--- src/rtl/nandc_pkg.sv ---
package nandc_pkg;

    typedef enum logic [1:0] {
        TAG_CMD   = 2'd0,
        TAG_ADDR  = 2'd1,
        TAG_WDATA = 2'd2,
        TAG_READ  = 2'd3
    } tag_e;

    typedef struct packed {
        tag_e       tag;
        logic [7:0] val;
    } entry_t;

    typedef enum logic [1:0] {
        SQ_IDLE = 2'd0,
        SQ_LOW  = 2'd1,
        SQ_HIGH = 2'd2
    } sq_e;

    localparam logic [3:0] RA_CTRL  = 4'd0;
    localparam logic [3:0] RA_STAT  = 4'd1;
    localparam logic [3:0] RA_EVT   = 4'd2;
    localparam logic [3:0] RA_MASK  = 4'd3;
    localparam logic [3:0] RA_CMD   = 4'd4;
    localparam logic [3:0] RA_ADDR  = 4'd5;
    localparam logic [3:0] RA_WDATA = 4'd6;
    localparam logic [3:0] RA_RDREQ = 4'd7;
    localparam logic [3:0] RA_RDATA = 4'd8;
    localparam logic [3:0] RA_PAGE  = 4'd9;
    localparam logic [3:0] RA_ECC   = 4'd10;

    localparam int EV_READY  = 0;
    localparam int EV_RDRDY  = 1;
    localparam int EV_PGDONE = 2;

    function automatic tag_e tag_of(input logic [3:0] a);
        case (a)
            RA_CMD:   return TAG_CMD;
            RA_ADDR:  return TAG_ADDR;
            RA_WDATA: return TAG_WDATA;
            default:  return TAG_READ;
        endcase
    endfunction

endpackage

--- src/rtl/nandc_wbuf.sv ---
module nandc_wbuf import nandc_pkg::*; #(
    parameter int DEPTH = 4
) (
    input  logic   clk,
    input  logic   rst,
    input  logic   push,
    input  entry_t push_e,
    input  logic   pop,
    output entry_t head,
    output logic   full,
    output logic   empty
);
    localparam int AW = (DEPTH > 1) ? $clog2(DEPTH) : 1;
    localparam int CW = $clog2(DEPTH + 1);

    entry_t          mem [DEPTH];
    logic [AW-1:0]   wp, rp;
    logic [CW-1:0]   cnt;
    logic            do_push, do_pop;

    assign full    = (cnt == CW'(DEPTH));
    assign empty   = (cnt == '0);
    assign do_push = push && !full;
    assign do_pop  = pop && !empty;
    assign head    = mem[rp];

    function automatic logic [AW-1:0] nxt(input logic [AW-1:0] p);
        return (p == AW'(DEPTH - 1)) ? '0 : p + 1'b1;
    endfunction

    always_ff @(posedge clk) begin
        if (rst) begin
            wp  <= '0;
            rp  <= '0;
            cnt <= '0;
        end else begin
            if (do_push) begin
                mem[wp] <= push_e;
                wp      <= nxt(wp);
            end
            if (do_pop) rp <= nxt(rp);
            cnt <= cnt + CW'(do_push) - CW'(do_pop);
        end
    end

    assert_no_overflow_R5: assert property (@(posedge clk) disable iff (rst)
        (full && push && !pop) |=> full);
    assert_pop_nonempty_R5: assert property (@(posedge clk) disable iff (rst)
        pop |-> !empty);

endmodule

--- src/rtl/nandc_seq.sv ---
module nandc_seq import nandc_pkg::*; #(
    parameter int DLY_W = 4
) (
    input  logic             clk,
    input  logic             rst,
    input  logic             start,
    input  tag_e             kind,
    input  logic [7:0]       byte_i,
    input  logic [DLY_W-1:0] wdly,
    input  logic [DLY_W-1:0] rdly,
    input  logic [7:0]       dq_i,
    output logic             idle,
    output logic             done,
    output logic [7:0]       rbyte,
    output logic             we_n,
    output logic             re_n,
    output logic             cle,
    output logic             ale,
    output logic [7:0]       dq_o,
    output logic             dq_oe
);
    sq_e              st;
    tag_e             kind_q;
    logic [7:0]       byte_q;
    logic [DLY_W-1:0] cnt;
    logic             active, is_rd;

    assign active = (st != SQ_IDLE);
    assign is_rd  = (kind_q == TAG_READ);
    assign idle   = (st == SQ_IDLE);
    assign done   = (st == SQ_HIGH);
    assign we_n   = !((st == SQ_LOW) && !is_rd);
    assign re_n   = !((st == SQ_LOW) && is_rd);
    assign cle    = active && (kind_q == TAG_CMD);
    assign ale    = active && (kind_q == TAG_ADDR);
    assign dq_oe  = active && !is_rd;
    assign dq_o   = byte_q;

    always_ff @(posedge clk) begin
        if (rst) begin
            st     <= SQ_IDLE;
            kind_q <= TAG_CMD;
            byte_q <= '0;
            cnt    <= '0;
            rbyte  <= '0;
        end else begin
            case (st)
                SQ_IDLE: if (start) begin
                    st     <= SQ_LOW;
                    kind_q <= kind;
                    byte_q <= byte_i;
                    cnt    <= (kind == TAG_READ) ? rdly : wdly;
                end
                SQ_LOW: begin
                    if (cnt == '0) begin
                        st <= SQ_HIGH;
                        if (is_rd) rbyte <= dq_i;
                    end else begin
                        cnt <= cnt - 1'b1;
                    end
                end
                default: st <= SQ_IDLE;
            endcase
        end
    end

    assert_excl_strobe_R6: assert property (@(posedge clk) disable iff (rst)
        !(!we_n && !re_n));
    assert_we_recover_R6: assert property (@(posedge clk) disable iff (rst)
        $rose(we_n) |=> we_n);
    assert_re_recover_R6: assert property (@(posedge clk) disable iff (rst)
        $rose(re_n) |=> re_n);
    assert_latch_excl_R2: assert property (@(posedge clk) disable iff (rst)
        !(cle && ale));

endmodule

--- src/rtl/nandc_host.sv ---
module nandc_host import nandc_pkg::*; #(
    parameter int DW         = 16,
    parameter int DLY_W      = 4,
    parameter int FIFO_DEPTH = 4,
    parameter int PG_SMALL   = 256,
    parameter int PG_LARGE   = 512
) (
    input  logic          clk,
    input  logic          rst,
    input  logic          reg_wr,
    input  logic [3:0]    reg_addr,
    input  logic [DW-1:0] reg_wdata,
    output logic [DW-1:0] reg_rdata,
    output logic          irq,
    output logic          ecc_clr,
    input  logic          pg_in_valid,
    input  logic [7:0]    pg_in_data,
    output logic          pg_in_ready,
    output logic          pg_out_valid,
    output logic [7:0]    pg_out_data,
    output logic          nand_ce_n,
    output logic          nand_cle,
    output logic          nand_ale,
    output logic          nand_we_n,
    output logic          nand_re_n,
    output logic [7:0]    nand_dq_o,
    output logic          nand_dq_oe,
    input  logic [7:0]    nand_dq_i,
    input  logic          nand_rb
);
    localparam int PCW    = $clog2(PG_LARGE) + 1;
    localparam int RD_LSB = 4;
    localparam int WR_LSB = RD_LSB + DLY_W;

    logic             cfg_big;
    logic [DLY_W-1:0] cfg_rdly, cfg_wdly;
    logic [2:0]       imask, evt;
    logic             rb_q, rd_rdy, pg_done;
    logic [7:0]       rd_byte;
    logic             pg_act, pg_rd;
    logic [PCW-1:0]   pg_cnt, pg_len;
    logic             cur_pg, cur_rd;

    entry_t           push_e, head;
    logic             push, pop, full, empty;
    logic             sq_start, sq_idle, sq_done, job_pg;
    tag_e             job_kind;
    logic [7:0]       job_byte, sq_rbyte;

    assign push        = reg_wr && (reg_addr >= RA_CMD) && (reg_addr <= RA_RDREQ);
    assign push_e.tag  = tag_of(reg_addr);
    assign push_e.val  = reg_wdata[7:0];
    assign pg_len      = cfg_big ? PCW'(PG_LARGE) : PCW'(PG_SMALL);
    assign evt         = {pg_done, rd_rdy, rb_q};
    assign irq         = |(evt & imask);
    assign pg_in_ready = sq_idle && empty && pg_act && !pg_rd;

    nandc_wbuf #(.DEPTH(FIFO_DEPTH)) u_wbuf (
        .clk(clk), .rst(rst), .push(push), .push_e(push_e),
        .pop(pop), .head(head), .full(full), .empty(empty)
    );

    // Buffered entries take priority over page bytes.
    always_comb begin
        sq_start = 1'b0;
        pop      = 1'b0;
        job_pg   = 1'b0;
        job_kind = head.tag;
        job_byte = head.val;
        if (sq_idle) begin
            if (!empty) begin
                sq_start = 1'b1;
                pop      = 1'b1;
            end else if (pg_act && pg_rd) begin
                sq_start = 1'b1;
                job_pg   = 1'b1;
                job_kind = TAG_READ;
                job_byte = '0;
            end else if (pg_in_ready && pg_in_valid) begin
                sq_start = 1'b1;
                job_pg   = 1'b1;
                job_kind = TAG_WDATA;
                job_byte = pg_in_data;
            end
        end
    end

    nandc_seq #(.DLY_W(DLY_W)) u_seq (
        .clk(clk), .rst(rst), .start(sq_start), .kind(job_kind),
        .byte_i(job_byte), .wdly(cfg_wdly), .rdly(cfg_rdly),
        .dq_i(nand_dq_i), .idle(sq_idle), .done(sq_done), .rbyte(sq_rbyte),
        .we_n(nand_we_n), .re_n(nand_re_n), .cle(nand_cle), .ale(nand_ale),
        .dq_o(nand_dq_o), .dq_oe(nand_dq_oe)
    );

    always_ff @(posedge clk) begin
        if (rst) begin
            cfg_big      <= 1'b0;
            cfg_rdly     <= '0;
            cfg_wdly     <= '0;
            imask        <= '0;
            rb_q         <= 1'b0;
            rd_rdy       <= 1'b0;
            pg_done      <= 1'b0;
            rd_byte      <= '0;
            pg_act       <= 1'b0;
            pg_rd        <= 1'b0;
            pg_cnt       <= '0;
            cur_pg       <= 1'b0;
            cur_rd       <= 1'b0;
            ecc_clr      <= 1'b0;
            pg_out_valid <= 1'b0;
            pg_out_data  <= '0;
            nand_ce_n    <= 1'b1;
        end else begin
            nand_ce_n    <= 1'b0;
            rb_q         <= nand_rb;
            ecc_clr      <= reg_wr && (reg_addr == RA_ECC);
            pg_out_valid <= 1'b0;
            if (reg_wr) begin
                case (reg_addr)
                    RA_CTRL: begin
                        cfg_big  <= reg_wdata[0];
                        cfg_rdly <= reg_wdata[RD_LSB +: DLY_W];
                        cfg_wdly <= reg_wdata[WR_LSB +: DLY_W];
                    end
                    RA_MASK: imask <= reg_wdata[2:0];
                    RA_EVT: begin
                        if (reg_wdata[EV_RDRDY])  rd_rdy  <= 1'b0;
                        if (reg_wdata[EV_PGDONE]) pg_done <= 1'b0;
                    end
                    RA_PAGE: if (!pg_act && (reg_wdata[1:0] == 2'd1 || reg_wdata[1:0] == 2'd2)) begin
                        pg_act <= 1'b1;
                        pg_rd  <= (reg_wdata[1:0] == 2'd1);
                        pg_cnt <= '0;
                    end
                    default: ;
                endcase
            end
            if (sq_start) begin
                cur_pg <= job_pg;
                cur_rd <= (job_kind == TAG_READ);
            end
            if (sq_done) begin
                if (cur_pg) begin
                    if (cur_rd) begin
                        pg_out_valid <= 1'b1;
                        pg_out_data  <= sq_rbyte;
                    end
                    if (pg_cnt == pg_len - 1'b1) begin
                        pg_act  <= 1'b0;
                        pg_cnt  <= '0;
                        pg_done <= 1'b1;
                    end else begin
                        pg_cnt <= pg_cnt + 1'b1;
                    end
                end else if (cur_rd) begin
                    rd_byte <= sq_rbyte;
                    rd_rdy  <= 1'b1;
                end
            end
        end
    end

    always_comb begin
        reg_rdata = '0;
        case (reg_addr)
            RA_CTRL: begin
                reg_rdata[0]                = cfg_big;
                reg_rdata[RD_LSB +: DLY_W]  = cfg_rdly;
                reg_rdata[WR_LSB +: DLY_W]  = cfg_wdly;
            end
            RA_STAT:  reg_rdata[2:0] = {pg_act, empty, full};
            RA_EVT:   reg_rdata[2:0] = evt;
            RA_MASK:  reg_rdata[2:0] = imask;
            RA_RDATA: reg_rdata[7:0] = rd_byte;
            default:  ;
        endcase
    end

    assert_page_done_R10: assert property (@(posedge clk) disable iff (rst)
        $rose(pg_done) |-> $past(pg_act));
    assert_irq_mask_R9: assert property (@(posedge clk) disable iff (rst)
        (imask == 3'b000) |-> !irq);
    assert_ecc_after_write_R13: assert property (@(posedge clk) disable iff (rst)
        $rose(ecc_clr) |-> $past(reg_wr));
    assert_pgout_from_read_R11: assert property (@(posedge clk) disable iff (rst)
        pg_out_valid |-> (pg_act || pg_done));

endmodule

--- config.mk ---
export PLATFORM = sky130hd
export DESIGN_NAME = nandc_host
export DESIGN_NICKNAME = d
export VERILOG_FILES = /design/src/rtl/nandc_pkg.sv /design/src/rtl/nandc_wbuf.sv /design/src/rtl/nandc_seq.sv /design/src/rtl/nandc_host.sv
export SDC_FILE = /design/constraint.sdc
export NUM_CORES = 1
export LEC_CHECK = 0
export BUFFER_PORTS_ARGS = -buffer_cell sky130_fd_sc_hd__buf_2
export CAP_MARGIN = 30
export CORE_ASPECT_RATIO = 0.9
export CORE_MARGIN = 8
export CORE_UTILIZATION = 45
export DETAILED_ROUTE_END_ITERATION = 8
export GPL_TIMING_DRIVEN = 0
export PLACE_DENSITY = 0.68
export SYNTH_ARGS = -nofsm -noshare
export SYNTH_HDL_FRONTEND = slang
export SYNTH_SLANG_ARGS = --single-unit
--- constraint.sdc ---
create_clock -name clk -period 2 [get_ports clk]
set_input_delay 0.4 -clock clk [delete_from_list [all_inputs] [get_ports clk]]
set_output_delay 0.4 -clock clk [all_outputs]
set_load 0.05 [all_outputs]
# Word level (Yosys, flattened, before mapping)
# Memories as Yosys holds them, arrays and structs flattened. A register that Yosys moved wholly into a read port is not among the register bits.
# Index checks and enable logic that the tools add are counted.
[classes] mux=62 bitwise=3 n_reduce_logical=42 addsub=7 n_eq_ne=23 n_lt_le_gt_ge=2
[op_table] operator="10-bit 2-to-1 mux" count=7
[op_table] operator="1-bit 2-to-1 mux" count=32
[op_table] operator="8-bit 2-to-1 mux" count=3
[op_table] operator="2-bit 2-to-1 mux" count=10
[op_table] operator="1-bit logical AND" count=16
[op_table] operator="4-bit 2-to-1 mux" count=4
[op_table] operator="4-bit case mux with 2 select lines" count=2
[op_table] operator="3-bit AND reduction" count=5
[op_table] operator="2-bit == test (second input constant)" count=6
[op_table] operator="4-bit by 3-bit == test with 1-bit output (second input constant)" count=3
[op_table] operator="4-bit == test (second input constant)" count=3
[op_table] operator="10-bit by 1-bit adder with 10-bit output (second input constant)" count=1
[op_table] operator="10-bit == test" count=1
[op_table] operator="10-bit by 1-bit subtractor with 10-bit output (second input constant)" count=1
[op_table] operator="4-bit by 2-bit == test with 1-bit output (second input constant)" count=2
[op_table] operator="4-bit zero test" count=2
[op_table] operator="2-bit case mux with 4 select lines" count=1
[op_table] operator="2-bit AND reduction" count=4
[op_table] operator="1-bit zero test" count=7
[op_table] operator="2-bit by 1-bit == test with 1-bit output (second input constant)" count=3
[op_table] operator="2-bit inequality test (second input constant)" count=3
[op_table] operator="2-bit case mux with 3 select lines" count=1
[op_table] operator="3-bit OR reduction" count=2
[op_table] operator="1-bit case mux with 5 select lines" count=1
[op_table] operator="15 further kinds" count=19
[totals] memories=1 in_bits=41 wordCells=165 output_inout_bits=42 mem_bits_rw=40 ff_bits=79
[memory_table] memory="u_wbuf.mem" depth=4 width=10 read_ports=1 rd_clocked_by_memory_dff=1 write_ports=1 line="nandc_wbuf.sv:16" text="entry_t mem [DEPTH];"

# Longest topological paths before layout
[logic_depth] ltp_word=13 mapped_depth=9 mapped_depth_nobuf=9

# Hierarchy
# A second synthesis with hierarchy kept.
[hier_totals] cells_unflattened=544 hier_area_um2=5415.2
[by_module_without_submodules] mod="nandc_host" n_inst=1 area_each_um2=2439.8 cells_per_inst=320 seq_area_each_um2=960.9
[by_module_without_submodules] mod="nandc_wbuf" n_inst=1 area_each_um2=1919.3 cells_per_inst=103 seq_area_each_um2=1381.3
[by_module_without_submodules] mod="nandc_seq" n_inst=1 area_each_um2=1056.0 cells_per_inst=121 seq_area_each_um2=480.5

# Least setup slack after synthesis
# Ideal clock, no wire load.
[synth_timing] path_type="input to output" start="input port reg_addr[0]" end="output port reg_rdata[10]" arrival_ns=1.958 cell_stages=3 required_time_ns=1.600 path_buffers=1 setup_slack_ns=-0.358 cell_sequence="or3_1 clkbuf_1 nor3_1"
[synth_via] elab_chain_len=2
[synth_lines] item="start, declared" line="nandc_host.sv:11" text="input logic [3:0] reg_addr,"
[synth_lines] item="4-bit zero test" line="nandc_host.sv:167" text="case (reg_addr)"
[synth_lines] item="4-bit 2-to-1 mux" line="nandc_host.sv:167"
[synth_lines] item="end, declared" line="nandc_host.sv:13" text="output logic [DW-1:0] reg_rdata,"
# No other way between the ends.

# Worst setup path after layout
[layout_timing] start="register pg_rd" end="output port pg_in_ready"
[layout_via] elab_chain_len=2
[layout_lines] item="start, declared" line="nandc_host.sv:40" text="logic pg_act, pg_rd;"
[layout_lines] item="start signal, assigned" line="nandc_host.sv:134" text="pg_rd <= (reg_wdata[1:0] == 2'd1);"
[layout_lines] item="1-bit zero test" line="nandc_host.sv:56" text="assign pg_in_ready = sq_idle && empty && pg_act && !pg_rd;"
[layout_lines] item="1-bit logical AND" line="nandc_host.sv:56"
[layout_lines] item="end, declared" line="nandc_host.sv:18" text="output logic pg_in_ready,"
# No other way between the ends.

==> out/results.tsv <==
stage	metric	value	unit
outcome	status	complete, no violations	
sta	Hold Vio Cnt, Final	0	
sta	clk_skew	0.00643	ns
clock_tree	CTS Sinks	121	
clock_tree	number of H-tree levels	4	
global_route	number of global-route vias before repair	4458	
setup_path	critical path endpoint category	output pin	
setup_path	R2R Path End	u_wbuf.cnt[1]	
yosys	ys flop type	dfxtp_1	
setup_path	Slowest cell on crit path	clkbuf_1	
clock_tree	Max Buffers Root-to-Sink	2	
placed_design	pre-CTS setup slack	-0.474	ns
routing	Routed WL per cell	17.7	um
yosys	number of library cell types mapped by synthesis	61	
clock_tree	Clk Latency, worst-skew pair	0.41	ns
floorplanning	Initial Util	45.6	%
yosys	Ys Warns	0	
worst_hold_path	Hold EP	nand_ce_n	
sta	Slew @ Worst Pin	0.763	ns
sta	Final setup viols	0	
global_route	aggregate global-route resource usage	18.3	%
setup_path	worst path required time	1.60	ns
sta	fin crit share	99.5	%
worst_hold_path	worst min path class	input pin to flop	
final_layout	most frequent cells in the layout	dfxtp_1 (77), buf_2 (70), nor2_1 (63), nand2_1 (56), a21oi_1 (43)	
routing	DRC viols	0	
routing	antenna-violating nets left	0	
sta	achievable clock frequency	503	MHz
setup_path	crit path max fanout	10	
final_layout	Layout Utilization	57.9	%
setup_path	reg2reg setup slack	0.02	ns
floorplanning	FP Rows	38	
yosys	most area-consuming cells after synthesis	dfxtp_1 (30%), edfxtp_1 (22%), mux2i_1 (5.5%)	
routing	Post-Route WL	14.6	mm
sta	fin. max-slew vios	0	
sta	max_slew headroom	49.2	%
global_route	largest net degree at the start of global routing	17	
yosys	Seq/Total Area, Yosys	51.8	%
placed_design	GPL Wtd Cong	0.871	
power	power density over the cells	1240	nW/um2
final_layout	Multi-input gate area	2610	um2
floorplanning	die area	15900	um2
sta	RSZ-0062 raised after global routing	yes	
yosys	Syn Inst Count	540	
setup_path	FF-to-FF Start	u_wbuf.cnt[0]	
global_route	first-pass GRT wire length	23.0	mm
worst_hold_path	Hold Crit Start	rst	
clock_tree	clock root buffer	clkbuf_16	
worst_hold_path	hold depth	1	
final_layout	antenna cells	0	
power	total power	8.54	mW
routing	Via density	5.44	
routing	Pre-Repair DR Iteration Count	5	
yosys	post-synth top area cell	dfxtp_1	
final_layout	fillcell total	1018	
floorplanning	Core Region	11900	um2
global_route	initial antenna violation count	0	
setup_path	Worst EP arrival	1.59	ns
yosys	ys async rst share	0	%
setup_path	crit-path cells	clkbuf_1, nor2_4, buf_6	
final_layout	nets@finish	700	
sta	setup ws final	0.0103	ns
floorplanning	Die W	132	um
final_layout	register area	2840	um2
yosys	Post-synth EDFFs	40	
run	Max Cap Viol	0	
global_route	remaining global-route overflow	0	
clock_tree	Reg clk slew, reported paths	0.05	ns
yosys	number of synthesized register bits	121	
power	static leakage	2.57	nW
placed_design	Detailed Place HPWL	10.2	mm
final_layout	share of cells above drive strength 1	27.3	%
sta	Final min period	1.99	ns
setup_path	Crit Path Category	flop to output pin	
placed_design	Port Buf Inserts	74	
yosys	Synth top area share	29.8	%
clock_tree	# hold bufs at CTS	0	
yosys	mapped cell area	5450	um2
setup_path	Startpoint Class	flop	
power	Max IR drop VDD	0.529	mV
setup_path	Max stage delay on crit path	0.47	ns
floorplanning	chip height	120	um
yosys	syn avg cell area	10.1	um2
final_layout	most common cell after layout, fill and taps aside	dfxtp_1	
final_layout	Area Overhead vs Synth	26.8	%
clock_tree	TritonCTS clock tree	done	
routing	DR vias	4461	
setup_path	worst reg-to-reg path cell count	8	
floorplanning	Boundary Pins	83	
routing	DR iter-0 viols	487	
clock_tree	CTS Buf Count	17	
==> state kept, by name, indices dropped and copies added (netlist names), 2 cells and up, named ones only <==
signal / flops
u_seq.kind_q: 2
rd_byte: 8
imask: 3
pg_cnt: 10
u_seq.st: 2
pg_out_data: 8
u_seq.dq_o: 8
u_wbuf.wp: 2
u_wbuf.cnt: 3
u_seq.cnt: 4
cfg_wdly: 4
u_wbuf.rp: 2
cfg_rdly: 4
u_wbuf.mem: 40
u_seq.rbyte: 8
==> cells by family (layout without fill, tap and decap cells) <==
group                    after synthesis  after routing  share of synthesized area (%)
AND/OR/NAND/NOR                      221            221                           19.6
buffers and inverters                 48            165                           3.88
AO/OA/AOI/OAI                         93             93                           11.1
adder cells (fa/ha/maj)               12             12                           2.89
other                                  1              4                         0.0688
XOR/XNOR                               4              4                          0.643
flip-flops                           121            121                           51.8
multiplexers                          40             40                           9.99
==> timing repair <==
item | in CTS | in global routing
pin swaps | 5 | 9
endpoints found under the setup margin | 72 | 80
resized for setup | 45 | 25
gates cloned | 0 | 0
setup buffers | 8 | 6
==> layout make-up <==
| cell class | instances | share of cell area, % |
|---|---|---|
| Sequential cell | 121 | 41.0 |
| Multi-Input combinational cell | 374 | 37.8 |
| Timing Repair Buffer | 88 | 7.52 |
| Clock buffer | 26 | 6.65 |
| Tap cell | 160 | 2.90 |
| Buffer | 31 | 2.50 |
| Inverter | 14 | 0.851 |
| Clock inverter | 6 | 0.743 |
==> power breakdown <==
part / switching [mW] / internal, mW / leakage [nW]
Combinational: 1.67 / 1.16 / 1.30
Sequential: 0.247 / 2.78 / 1.02
Clock: 0.994 / 1.69 / 0.247
Total: 2.91 / 5.63 / 2.57
==> critical path, delay by kind of cell (launching register included) <==
family	cells	cell delay, ns
buf+inv	2	0.64
flops	1	0.45
simple gates	1	0.09
==> synth_stat cells (all sizes together), types with 4 or more instances <==
| master | count |
|---|---|
| nor2 | 68 |
| buf | 16 |
| nor2b | 8 |
| a211oi | 9 |
| mux4 | 10 |
| ha | 11 |
| nand2 | 57 |
| dfxtp | 81 |
| clkbuf | 18 |
| mux2i | 30 |
| a21oi | 44 |
| nand2b | 10 |
| nor3b | 4 |
| and2 | 10 |
| o21ai | 7 |
| o22ai | 6 |
| a31oi | 4 |
| a311oi | 7 |
| inv | 13 |
| nand3 | 22 |
| edfxtp | 40 |
| nor3 | 21 |
==> per-stage QoR <==
step | TNS [ns] | hold WS, ns | area [um2] | std cells
after floorplan | -0.00679 | 0.428 | 5510 | 543
after global placement | -16.83 | 0.443 | 6080 | 777
after detailed placement | -19.78 | 0.444 | 6080 | 777
after CTS | -0.117 | 0.0989 | 6780 | 814
after global routing | -0.212 | 0.0959 | 6910 | 820
final | 0 | 0.112 | 6910 | 820
==> metal layers <==
layer | part of all wire (%) | up-vias | global-route usage (%)
li1 | - | 2147 | -
met1 | 43 | 2114 | 22.2
met2 | 48 | 166 | 29.2
met3 | 6.5 | 34 | 4.93
met4 | 2.9 | 0 | 10.2
met5 | 0 | - | 0
==> how the worst max path moves through the flow <==
stage / end / startpoint / slack [ns]
final: pg_in_ready / pg_rd / 0.01
after global routing: u_seq.cnt[3] / u_wbuf.cnt[2] / -0.06
after CTS: u_wbuf.cnt[1] / u_wbuf.cnt[2] / -0.05
after detailed placement: reg_rdata[11] / reg_addr[0] / -0.47
after global placement: reg_rdata[11] / reg_addr[0] / -0.46
after floorplan: nand_ale / u_seq.st[0] / -0.007
No activity file was read; power rests on OpenSTA's default activity.
